### config.mk
export PLATFORM = sky130hd
export DESIGN_NAME = bytereg_uart
export DESIGN_NICKNAME = d
export VERILOG_FILES = /design/src/rtl/bytereg_uart_pkg.sv /design/src/rtl/bytereg_uart_decode.sv /design/src/rtl/bytereg_uart_tx.sv /design/src/rtl/bytereg_uart_rx.sv /design/src/rtl/bytereg_uart.sv
export SDC_FILE = /design/constraint.sdc
export NUM_CORES = 1
export LEC_CHECK = 0
export ABC_AREA = 1
export BUFFER_PORTS_ARGS = -buffer_cell sky130_fd_sc_hd__buf_2
export CAP_MARGIN = 20
export CORE_AREA = 2 2 60 62
export CTS_CLUSTER_DIAMETER = 200
export DETAILED_ROUTE_END_ITERATION = 8
export DIE_AREA = 0 0 62 64
export PLACE_DENSITY = 0.75
export SLEW_MARGIN = 20
export SYNTH_ARGS = -nofsm -noshare
export SYNTH_HDL_FRONTEND = slang
export SYNTH_SLANG_ARGS = --single-unit
### constraint.sdc
create_clock -name clk -period 1.4 [get_ports clk]
set_clock_uncertainty 0.2 [all_clocks]
set_input_delay 0.14 -clock clk [delete_from_list [all_inputs] [get_ports clk]]
set_output_delay 0.14 -clock clk [all_outputs]
set_load 0.02 [all_outputs]
### src/rtl/bytereg_uart_pkg.sv
// Package: shared register-target type and status bit positions for the
// byte serial register front-end.
package bytereg_uart_pkg;

    // Which register a bus access resolves to.
    typedef enum logic [1:0] {
        TGT_NONE = 2'd0,
        TGT_TX   = 2'd1,
        TGT_RX   = 2'd2,
        TGT_STAT = 2'd3
    } reg_target_e;

    // Status bit positions (software decodes these).
    localparam int STAT_RX_WAIT_BIT = 0;
    localparam int STAT_TX_IDLE_BIT = 1;

endpackage

### src/rtl/bytereg_uart_decode.sv
// Module: bytereg_uart_decode
// Resolves a bus access to one register target.
// Assumes: an access is one cycle wide.
// Aligned, in-window, mapped offsets hit a register. Everything else
// (misaligned, out of window, unmapped) resolves to TGT_NONE.
module bytereg_uart_decode
    import bytereg_uart_pkg::*;
#(
    parameter int ADDR_W       = 5,
    parameter int WINDOW_BYTES = 24,
    parameter int TX_OFS       = 0,
    parameter int RX_OFS       = 4,
    parameter int STAT_OFS     = 20
) (
    input  logic              bus_sel,
    input  logic              bus_we,
    input  logic [ADDR_W-1:0] bus_addr,
    output reg_target_e       target,
    output logic              acc_rd,
    output logic              acc_wr
);
    localparam logic [ADDR_W-1:0] WIN_END  = ADDR_W'(WINDOW_BYTES);
    localparam logic [ADDR_W-1:0] TX_ADDR  = ADDR_W'(TX_OFS);
    localparam logic [ADDR_W-1:0] RX_ADDR  = ADDR_W'(RX_OFS);
    localparam logic [ADDR_W-1:0] ST_ADDR  = ADDR_W'(STAT_OFS);

    logic aligned;
    logic in_window;

    // Purpose: qualify the address as a legal word access inside the window.
    always_comb begin
        aligned   = (bus_addr[1:0] == 2'b00);
        in_window = (bus_addr < WIN_END);
    end

    // Purpose: map a legal address to its register target.
    always_comb begin
        target = TGT_NONE;
        if (aligned && in_window) begin
            if (bus_addr == TX_ADDR)      target = TGT_TX;
            else if (bus_addr == RX_ADDR) target = TGT_RX;
            else if (bus_addr == ST_ADDR) target = TGT_STAT;
        end
    end

    // Purpose: split the strobe into read and write qualifiers.
    always_comb begin
        acc_rd = bus_sel && !bus_we;
        acc_wr = bus_sel && bus_we;
    end

endmodule

### src/rtl/bytereg_uart_tx.sv
// Module: bytereg_uart_tx
// One-entry transmit holding stage.
// A load while idle captures a byte and raises tx_valid on the next cycle.
// The byte stays on tx_data until tx_ready completes the handshake.
// Assumes: a load while busy is dropped by this stage (not queued).
module bytereg_uart_tx #(
    parameter int BYTE_W = 8
) (
    input  logic              clk,
    input  logic              rst_n,
    input  logic              load,
    input  logic [BYTE_W-1:0] load_byte,
    output logic              tx_valid,
    output logic [BYTE_W-1:0] tx_data,
    input  logic              tx_ready,
    output logic              idle
);
    logic              pending_q;
    logic [BYTE_W-1:0] byte_q;

    // Purpose: hold a byte from load until the sink accepts it.
    always_ff @(posedge clk) begin
        if (!rst_n) begin
            pending_q <= 1'b0;
            byte_q    <= '0;
        end else if (pending_q) begin
            if (tx_ready) pending_q <= 1'b0;
        end else if (load) begin
            pending_q <= 1'b1;
            byte_q    <= load_byte;
        end
    end

    // Purpose: expose the holding stage on the stream and to the status bit.
    always_comb begin
        tx_valid = pending_q;
        tx_data  = byte_q;
        idle     = !pending_q;
    end


    tx_hold_chk: assert property (@(posedge clk) disable iff (!rst_n)
        (tx_valid && !tx_ready) |=> (tx_valid && $stable(tx_data)));


    tx_single_pulse_chk: assert property (@(posedge clk) disable iff (!rst_n)
        (tx_valid && tx_ready) |=> !tx_valid);

endmodule

### src/rtl/bytereg_uart_rx.sv
// Module: bytereg_uart_rx
// One-entry receive holding register.
// A byte is taken only while empty. A bus read clears the waiting flag.
// An arrival in the same cycle as a clear leaves the flag set.
// Assumes: rx_data is stable whenever rx_valid is high.
module bytereg_uart_rx #(
    parameter int BYTE_W = 8
) (
    input  logic              clk,
    input  logic              rst_n,
    input  logic              rx_valid,
    input  logic [BYTE_W-1:0] rx_data,
    output logic              rx_ready,
    input  logic              clear,
    output logic              waiting,
    output logic [BYTE_W-1:0] held
);
    logic              full_q;
    logic [BYTE_W-1:0] held_q;
    logic              take;

    // Purpose: a byte is taken on a completed stream handshake.
    always_comb begin
        rx_ready = !full_q;
        take     = rx_valid && !full_q;
    end

    // Purpose: store taken byte; arrival wins over a same-cycle clear.
    always_ff @(posedge clk) begin
        if (!rst_n) begin
            full_q <= 1'b0;
            held_q <= '0;
        end else if (take) begin
            full_q <= 1'b1;
            held_q <= rx_data;
        end else if (clear) begin
            full_q <= 1'b0;
        end
    end

    // Purpose: drive status and read path.
    always_comb begin
        waiting = full_q;
        held    = held_q;
    end


    rx_take_chk: assert property (@(posedge clk) disable iff (!rst_n)
        (rx_valid && rx_ready) |=> (waiting && held == $past(rx_data)));


    rx_clear_chk: assert property (@(posedge clk) disable iff (!rst_n)
        (clear && !(rx_valid && rx_ready)) |=> rx_ready);


    rx_no_overwrite_chk: assert property (@(posedge clk) disable iff (!rst_n)
        (!rx_ready && !clear) |=> (!rx_ready && $stable(held)));

endmodule

### src/rtl/bytereg_uart.sv
// Module: bytereg_uart (top)
// Bus-slave register front-end for a byte serial port.
// Registers: transmit data, receive data and status, in a word-access window.
// Read data is registered: it is valid the cycle after a read access.
// Assumes: at most one bus access per cycle; no wait states.
module bytereg_uart
    import bytereg_uart_pkg::*;
#(
    parameter int ADDR_W       = 5,
    parameter int DATA_W       = 32,
    parameter int BYTE_W       = 8,
    parameter int WINDOW_BYTES = 24,
    parameter int TX_OFS       = 0,
    parameter int RX_OFS       = 4,
    parameter int STAT_OFS     = 20
) (
    input  logic              clk,
    input  logic              rst_n,
    input  logic              bus_sel,
    input  logic              bus_we,
    input  logic [ADDR_W-1:0] bus_addr,
    input  logic [DATA_W-1:0] bus_wdata,
    output logic [DATA_W-1:0] bus_rdata,
    output logic              tx_valid,
    output logic [BYTE_W-1:0] tx_data,
    input  logic              tx_ready,
    input  logic              rx_valid,
    input  logic [BYTE_W-1:0] rx_data,
    output logic              rx_ready
);
    localparam int STAT_BITS = 2;

    reg_target_e       target;
    logic              acc_rd;
    logic              acc_wr;
    logic              wr_tx;
    logic              rd_rx;
    logic              tx_idle;
    logic              rx_waiting;
    logic [BYTE_W-1:0] rx_held;
    logic [DATA_W-1:0] status_word;
    logic              unused_wdata_hi;
    logic [DATA_W-1:0] rdata_q;

    bytereg_uart_decode #(
        .ADDR_W      (ADDR_W),
        .WINDOW_BYTES(WINDOW_BYTES),
        .TX_OFS      (TX_OFS),
        .RX_OFS      (RX_OFS),
        .STAT_OFS    (STAT_OFS)
    ) i_decode (
        .bus_sel (bus_sel),
        .bus_we  (bus_we),
        .bus_addr(bus_addr),
        .target  (target),
        .acc_rd  (acc_rd),
        .acc_wr  (acc_wr)
    );

    // Purpose: derive register side effects from the decoded access.
    always_comb begin
        wr_tx           = acc_wr && (target == TGT_TX);
        rd_rx           = acc_rd && (target == TGT_RX);
        unused_wdata_hi = ^bus_wdata[DATA_W-1:BYTE_W];
    end

    bytereg_uart_tx #(
        .BYTE_W(BYTE_W)
    ) i_tx (
        .clk      (clk),
        .rst_n    (rst_n),
        .load     (wr_tx),
        .load_byte(bus_wdata[BYTE_W-1:0]),
        .tx_valid (tx_valid),
        .tx_data  (tx_data),
        .tx_ready (tx_ready),
        .idle     (tx_idle)
    );

    bytereg_uart_rx #(
        .BYTE_W(BYTE_W)
    ) i_rx (
        .clk     (clk),
        .rst_n   (rst_n),
        .rx_valid(rx_valid),
        .rx_data (rx_data),
        .rx_ready(rx_ready),
        .clear   (rd_rx),
        .waiting (rx_waiting),
        .held    (rx_held)
    );

    // Purpose: assemble the status word; upper bits are constant zero.
    always_comb begin
        status_word                   = '0;
        status_word[STAT_RX_WAIT_BIT] = rx_waiting;
        status_word[STAT_TX_IDLE_BIT] = tx_idle;
    end

    // Purpose: register the read data of the addressed register.
    always_ff @(posedge clk) begin
        if (!rst_n) begin
            rdata_q <= '0;
        end else if (acc_rd) begin
            case (target)
                TGT_RX:   rdata_q <= DATA_W'(rx_held);
                TGT_STAT: rdata_q <= status_word;
                default:  rdata_q <= '0;
            endcase
        end
    end

    assign bus_rdata = rdata_q;


    unmapped_read_zero_chk: assert property (@(posedge clk) disable iff (!rst_n)
        (acc_rd && (target == TGT_NONE || target == TGT_TX)) |=> (bus_rdata == '0));


    status_upper_zero_chk: assert property (@(posedge clk) disable iff (!rst_n)
        (acc_rd && target == TGT_STAT) |=> (bus_rdata[DATA_W-1:STAT_BITS] == '0));


    tx_busy_status_chk: assert property (@(posedge clk) disable iff (!rst_n)
        (acc_rd && target == TGT_STAT && tx_valid) |=> !bus_rdata[STAT_TX_IDLE_BIT]);


    stat_write_ignored_chk: assert property (@(posedge clk) disable iff (!rst_n)
        (acc_wr && target != TGT_TX && !tx_valid) |=> !tx_valid);

endmodule

Yosys cells after proc, flatten, opt, wreduce, memory -nomap -nowiden
Cells that the tools add are included.
- bits in registers: 50
- bits in latches: 0
- RAM bits: 0
- bits in read-only memories: 0
- input port bits: 51
- output and inout bits: 42
- logic and storage cells: 35
- memories kept: 0
- add/subtract/negate cells: 0
- multipliers: 0
- div/mod/pow operators: 0
- order comparisons: 1
- equality and inequality tests: 5
- shift-type cells: 0
- multiplexer cells: 10
- bitwise logic cells: 1
- reductions and logical operators: 13
- operators with widths (kind ; number):
    one-hot mux 8 bit (2 select lines) ; 1
    two-way mux 2 bit ; 4
    logical AND 1 bit ; 6
    equality test 5 x 3 -> 1 bit (second input constant) ; 1
    equality test 5 bit (second input constant) ; 1
    zero test 5 bit ; 1
    < comparator 5 bit (second input constant) ; 1
    two-way mux 1 bit ; 5
    equality test 2 bit (second input constant) ; 2
    zero test 1 bit ; 3
    equality test 2 x 1 -> 1 bit (second input constant) ; 1
    zero test 2 bit ; 1
    AND reduction 2 bit ; 1
    nonzero test 2 bit ; 1
    inverter 1 bit ; 1

Depth between registers and ports, before layout
Gate-level depths: netlist of the first run.
- depth in word-level cells: 9
- depth in mapped cells: 6
- mapped depth without buffers: 6

By module
A second synthesis of the first run with hierarchy kept.
- cell total of the unflattened synthesis: 201
- area total of the unflattened synthesis: 1347.5 um2
- modules (own cells, without submodules) (module ; times used ; cells an instance ; area an instance (um2) ; seq. area each (um2)):
    bytereg_uart ; 1 ; 71 ; 506.7 ; 160.2
    bytereg_uart_rx ; 1 ; 58 ; 394.1 ; 180.2
    bytereg_uart_tx ; 1 ; 58 ; 394.1 ; 180.2
    bytereg_uart_decode ; 1 ; 14 ; 52.6 ; 0.0

Worst setup path before layout of the first run
Ideal clock, no wire load.
- kind: reg2reg
- start: reg i_tx.pending_q (netlist: i_tx.tx_valid)
- end: reg i_tx.byte_q[0] (netlist: i_tx.tx_data[0])
- library setup time: 0.116 ns
- arrival time: 0.948 ns
- required time: 1.084 ns
- path slack: 0.136 ns
- stages on the path, launching flop included: 7
- buffers on the path: 0
- clock period less this slack: 1.264 ns
- cell sequence: dfxtp_1 -> inv_1 -> nand4_4 -> nor2_8 -> inv_4 -> nor2_1 -> nor2_1
- word-level cells in the longest chain between the ends: 2
- ends and longest elaborated chain (element ; RTL line ; RTL):
    start, declared ; bytereg_uart_tx.sv:18 ; logic pending_q;
    start signal, assigned ; bytereg_uart_tx.sv:24 ; pending_q <= 1'b0;
    start signal, assigned ; bytereg_uart_tx.sv:27 ; if (tx_ready) pending_q <= 1'b0;
    start signal, assigned ; bytereg_uart_tx.sv:29 ; pending_q <= 1'b1;
    inverter 1 bit (no line) ; - ;
    AND reduction 2 bit (no line) ; - ;
    end signal, assigned ; bytereg_uart_tx.sv:30 ; byte_q <= load_byte;
    end, declared ; bytereg_uart_tx.sv:19 ; logic [BYTE_W-1:0] byte_q;
Every way passes these cells.
A chain may end at the register's enable or synchronous reset.

Final worst setup path of the first run
- start: in bus_we
- end: reg i_tx.byte_q[6] (netlist: i_tx.tx_data[6])
- word-level cells in the longest chain between the ends: 3
- ends and longest elaborated chain (element ; RTL line ; RTL):
    start, declared ; bytereg_uart.sv:20 ; input logic bus_we,
    logical AND 1 bit ; bytereg_uart_decode.sv:49 ; acc_wr = bus_sel && bus_we;
    logical AND 1 bit ; bytereg_uart.sv:62 ; wr_tx = acc_wr && (target == TGT_TX);
    AND reduction 2 bit (no line) ; - ;
Every way passes these cells.

==> results.yml, run 1 <==
final_layout:
  final_nets: 276
  fin_area_um2: 1680
  syn_to_final_growth_pct: 37.18
  nFillCells: 319
  num_antenna_cells: 0
  drive_gt1_share_pct: 28.13
setup_path:
  cp-end-kind: "register"
  crit_required_ns: 1.42
  crit_arrival_ns: 1.37
  cp-start-kind: "primary input"
  cp_max_fo: 10
  crit_type: "in2reg"
clock_tree:
  cts.sinks: 26
  cts_made_buffers: 3
  cts.clk_slew.worst_paths_ns: 0.14
  cts_max_path_buffers: 2
  htreeDepth: 1
  clockRootBuffer: "clkbuf_4"
  cts_tree: "done"
  clock_latency_ns: 0.31
  post_cts_buffers: 0
yosys:
  ys_async_sr_fraction_pct: 0
  yosysTopAreaCell: "dfxtp_1"
  seq_area_frac_synth_pct: 42.49
  ys_warn_count: 0
  ys_top_cells_by_area: "dfxtp_1 (42%), buf_4 (15%), nor2_1 (11%), o21ai_0 (6.1%), nand2_1 (4.0%)"
  ys_seq_elements: 26
  ys.flop_type: "dfxtp_1"
  synth_area_per_cell_um2: 7.903
  yosysUniqueCellTypes: 21
  synthCells: 155
  synth_edf_count: 0
  netlist.area_leader.share_pct: 42.49
  synth_area_um2: 1225
die:
  dieHeight_um: 64
  coreArea_um2: 3284
  dieArea_um2: 3968
  top_level_ports: 93
  start_util_pct: 37.30
  die_x_um: 62
  rows: 21
place:
  placed_cell_area_um2: 1428
  hpwl_um: 1874
  pre_cts_ws_ns: 0.1037
  place_congestion: 0.7096
  port_buffers: 44
global_routing:
  grt_pass1_wl_um: 4609
  grt_max_degree: 17
  grt_pass1_vias: 1097
  grt_use_total_pct: 14.58
  grt_antenna_before_repair: 0
  grt-ovfl-total: 0
power:
  vdd_drop_max_mv: 0.8108
  power_density_nw_per_um2: 915.3
  p_total_uw: 1538
  p_leak_uw: 0.0008332
drt:
  wire_per_inst_um: 10.06
  vias_per_cell: 4.259
  wl_um: 2717
  drt_first_pass_iters: 3
  antenna_left: 0
  drtIter0Drc: 12
  vias: 1150
  drc_errors: 0
timing:
  fmax_ghz: 0.7388
  worst_slack_ns: 0.04649
  hold_violations: 0
  setup_viol: 0
  drv_slew: 0
  fin_setup_tns_ns: 0
  rsz0062_at_grt: "false"
  fin_crit_ns: 1.354
  period_share_pct: 96.68
worst_hold_path:
  hold_path_class: "in2reg"
status:
  status: "completed"
run:
  drv_cap: 0
## flip-flops by register name, indices dropped and copies added, names as in the netlist
| signal | flops |
|---|---|
| bus_rdata | 8 |
| i_rx.held | 8 |
| i_tx.tx_data | 8 |
| i_rx.waiting | 1 |
| i_tx.tx_valid | 1 |
## power breakdown
part	internal (µW)	switching, µW
Clock	289	218
Combinational	98.3	156
Sequential	764	12.1
## stage by stage
step                hold WS (ns)  instances  utilization (%)
finish                  0.001292        270            51.16
global route             0.01877        270            51.16
CTS                     0.009935        270            51.16
detailed placement        0.1698        246            43.47
global placement          0.1631        246            43.47
floorplan                0.07490        178                -
## what timing repair did
action / CTS / global route
hold buffers: 20 / 0
endpoints found under the hold margin: 25 / 0
resized for setup: 0 / 0
## critical path: stages
cell and delay [ns]:
dlygate4sd3_1 0.51, buf_2 0.15, nand4_4 0.14, nor2_8 0.18, inv_4 0.07, nor2_1 0.12, nor2_1 0.07
## cell usage in the layout, fill, tap and decap left out, drive strengths merged
cell | netlist | routed
buf | 24 | 47
nor2 | 41 | 41
dfxtp | 26 | 26
conb | 1 | 24
dlygate4sd3 | 0 | 20
o21ai | 17 | 17
nand2 | 15 | 15
a21oi | 9 | 9
inv | 8 | 8
nand3 | 7 | 7
nand4 | 5 | 5
clkbuf | 1 | 3
clkinv | 1 | 1
bufinv | 0 | 1
## area by class of cell
cell class	instances	area, µm²	share of cell area (%)
multi-input combinational	118	570.5	33.95
sequential	26	520.5	30.98
timing repair buffer	67	442.9	26.36
tap	46	57.56	3.425
inverter	9	36.28	2.159
clock inverter	1	30.03	1.787
clock buffer	3	22.52	1.340
## worst paths after layout
| kind | from | endpoint | slack [ns] | cells after the start |
|---|---|---|---|---|
| setup / recovery | bus_we | i_tx.tx_data[6] | 0.05 | 7 |
| hold / removal | rst_n | bus_rdata[2] | 0.001 | 3 |
| setup reg to reg | i_tx.tx_valid | i_tx.tx_data[6] | 0.07 | 6 |
| hold reg to reg | bus_rdata[6] | bus_rdata[6] | 0.27 | 2 |
## per-layer routing
layer | part of all wire, % | global-route usage [%]
met1 | 39 | 17.34
met2 | 53 | 26.43
met3 | 6.9 | 2.227
met4 | 0.92 | 3.191
met5 | 0 | 0
## cells in the mapped netlist, types with 2 or more instances
master / n
nand3_1: 7
o21ai_0: 15
o21ai_1: 2
nand2_1: 13
a21oi_1: 9
inv_1: 5
nand4_1: 4
dfxtp_1: 26
nor2_1: 35
buf_4: 24
nor2_4: 4
inv_2: 2
## cell families after synthesis
family	count (synthesis)	share of synthesized area (%)
simple gates	68	28.60
buf+inv	34	17.98
compound gates	26	10.62
flops	26	42.49
other cells	1	0.3061
Power figures use the tool's default switching activity.
==> run 2: changes to the inputs <==
--- a/config.mk
+++ b/config.mk
@@ -5,14 +5,15 @@
 export SDC_FILE = /design/constraint.sdc
 export NUM_CORES = 1
 export LEC_CHECK = 0
-export ABC_AREA = 1
+export ABC_AREA = 0
 export BUFFER_PORTS_ARGS = -buffer_cell sky130_fd_sc_hd__buf_2
 export CAP_MARGIN = 20
 export CORE_AREA = 2 2 60 62
 export CTS_CLUSTER_DIAMETER = 200
+export CTS_CLUSTER_SIZE = 14
 export DETAILED_ROUTE_END_ITERATION = 8
 export DIE_AREA = 0 0 62 64
-export PLACE_DENSITY = 0.75
+export PLACE_DENSITY = 0.76
 export SLEW_MARGIN = 20
 export SYNTH_ARGS = -nofsm -noshare
 export SYNTH_HDL_FRONTEND = slang
==> results.yml, run 2 <==
status:
  status: "completed"
timing:
  period_share_pct: 97.80
  timing.hold.ws_ns: 0.02679
  fin_crit_ns: 1.369
  drv_slew: 0
  fmax_ghz: 0.7303
  hold_violations: 0
  setup_viol: 0
global_routing:
  met2_usage_pct: 26.82
  grt_use_total_pct: 13.95
  grt_pass1_wl_um: 4181
  grt_max_degree: 22
  busiest_layer: "met2"
  grt_pass1_vias: 1022
  grt-ovfl-total: 0
  met1_usage_pct: 14.25
  grtUsageMet3_pct: 3.846
  grt_antenna_before_repair: 0
clock_tree:
  cts_max_path_buffers: 2
  htreeDepth: 1
  post_cts_buffers: 0
  clock_latency_ns: 0.32
  cts.sinks: 26
  cts_tree: "done"
  clockRootBuffer: "clkbuf_4"
  cts.clk_slew.worst_paths_ns: 0.14
  cts_made_buffers: 3
final_layout:
  drive_gt1_share_pct: 32.69
  final_cell_mix: "buf_2 (44), nand2_1 (29), dfxtp_1 (25), conb_1 (24), dlygate4sd3_1 (19)"
  final_core_util_pct: 54.13
  layout_commonest_cell: "buf_2"
  num_antenna_cells: 0
  fin_cells: 254
  syn_to_final_growth_pct: 41.25
  fin_area_um2: 1778
  final_nets: 260
yosys:
  synth.most_common_cell: "nand2_1"
  seq_area_frac_synth_pct: 41.35
  ys_async_sr_fraction_pct: 0
  synthCells: 138
  yosysTopAreaCell: "dfxtp_1"
  ys.flop_type: "dfxtp_1"
  ys_seq_elements: 26
  netlist.area_leader.share_pct: 41.35
  yosysUniqueCellTypes: 20
  synthTopCellsByCount: "nand2_1 (29), dfxtp_1 (26), buf_4 (24)"
  synth_area_per_cell_um2: 9.121
  synth_area_um2: 1259
  ys_warn_count: 0
  synth_edf_count: 0
  ys_top_cells_by_area: "dfxtp_1 (41%), buf_4 (14%), mux2i_1 (13%), nand2_1 (8.6%), nor2b_1 (5.5%)"
setup_path:
  crit_required_ns: 1.45
  cp-start-kind: "primary input"
  crit_type: "in2reg"
  startpoint: "bus_addr[3]"
  r2r_start: "i_tx.tx_valid"
  cp-end-kind: "register"
  cp_max_fo: 9
  crit_arrival_ns: 1.42
drt:
  vias: 1061
  drc_errors: 0
  drtIter0Drc: 31
  wire_per_inst_um: 10.35
  antenna_left: 0
  wl_um: 2630
  drt_first_pass_iters: 4
  vias_per_cell: 4.177
die:
  top_level_ports: 93
  dieHeight_um: 64
  rows: 21
  dieArea_um2: 3968
  coreArea_um2: 3284
  start_util_pct: 38.32
  die_x_um: 62
place:
  hpwl_um: 1849
  port_buffers: 44
  placed_cell_area_um2: 1531
  dpl.cell_count: 231
  place_congestion: 0.6901
power:
  p_int_uw: 1170
  clockPowerShare_pct: 33.0
  vdd_drop_max_mv: 0.6185
  p_leak_uw: 0.0007996
  seq_power_share_pct: 50.0
  p_comb_share_pct: 17.1
  net-switching-power_uw: 366.4
  power_density_nw_per_um2: 864.3
  sw_frac_of_total_pct: 23.84
worst_hold_path:
  hold_path_class: "in2reg"
  hp-start: "bus_addr[0]"
run:
  drv_cap: 0
[run 2: power by group through the flow]
stage	Combinational [µW]	Clock (µW)	Sequential [µW]
detailed placement	221	0	784
floorplan	186	0	783
finish	263	506	768
global placement	218	0	783
CTS	262	534	768
global route	291	567	771
[run 2: layer usage]
layer | up-vias | share of wire [%]
met5 | - | 0
met4 | 0 | 1.3
met2 | 43 | 52
met3 | 4 | 5.6
met1 | 461 | 42
li1 | 553 | -
[run 2: what timing repair did]
action | 4_1_cts | 5_1_grt
setup endpoints to repair | 0 | 3
hold buffers | 19 | 0
gates resized for setup | 0 | 2
hold endpoints to repair | 20 | 0
[run 2: cells by family (layout without fill, tap and decap cells)]
group / after synthesis / count (layout) / share of synthesized area (%)
other: 1 / 24 / 0.2979
AND/OR/NAND/NOR: 50 / 50 / 20.97
buffers and inverters: 33 / 80 / 17.69
multiplexers: 17 / 17 / 13.62
flip-flops: 26 / 26 / 41.35
AO/OA/AOI/OAI: 11 / 11 / 6.064
[run 2: final cells by class]
cell class | count | area [µm²]
Clock inverter | 1 | 30.03
Multi-Input combinational cell | 102 | 604.3
Tap cell | 46 | 57.56
Inverter | 1 | 3.754
Timing Repair Buffer | 75 | 538.0
Fill cell | 325 | 1506
Sequential cell | 26 | 521.8
Clock buffer | 3 | 22.52
[run 2: worst paths after layout]
check | to | slack [ns] | cells past startpoint
worst min-delay path | bus_rdata[0] | 0.03 | 5
worst min register to register | i_tx.tx_data[5] | 0.27 | 2
worst max register to register | i_tx.tx_data[3] | 0.12 | 3
worst max-delay path | i_tx.tx_data[3] | 0.03 | 5
[run 2: critical path, cell delays in order]
cell and delay [ns]:
buf_2 0.11, or4_4 0.54, nor4_4 0.27, buf_12 0.17
mux2i_1 0.19
[run 2: per-stage QoR]
| stage | setup WS [ns] | setup TNS [ns] | total power [µW] |
|---|---|---|---|
| floorplan | -0.09762 | -0.8192 | 969.3 |
| global placement | -0.2616 | -2.300 | 1001 |
| detailed placement | -0.3137 | -2.892 | 1005 |
| CTS | 0.03111 | 0 | 1564 |
| global route | -0.003912 | -0.003912 | 1629 |
| finish | 0.03077 | 0 | 1537 |
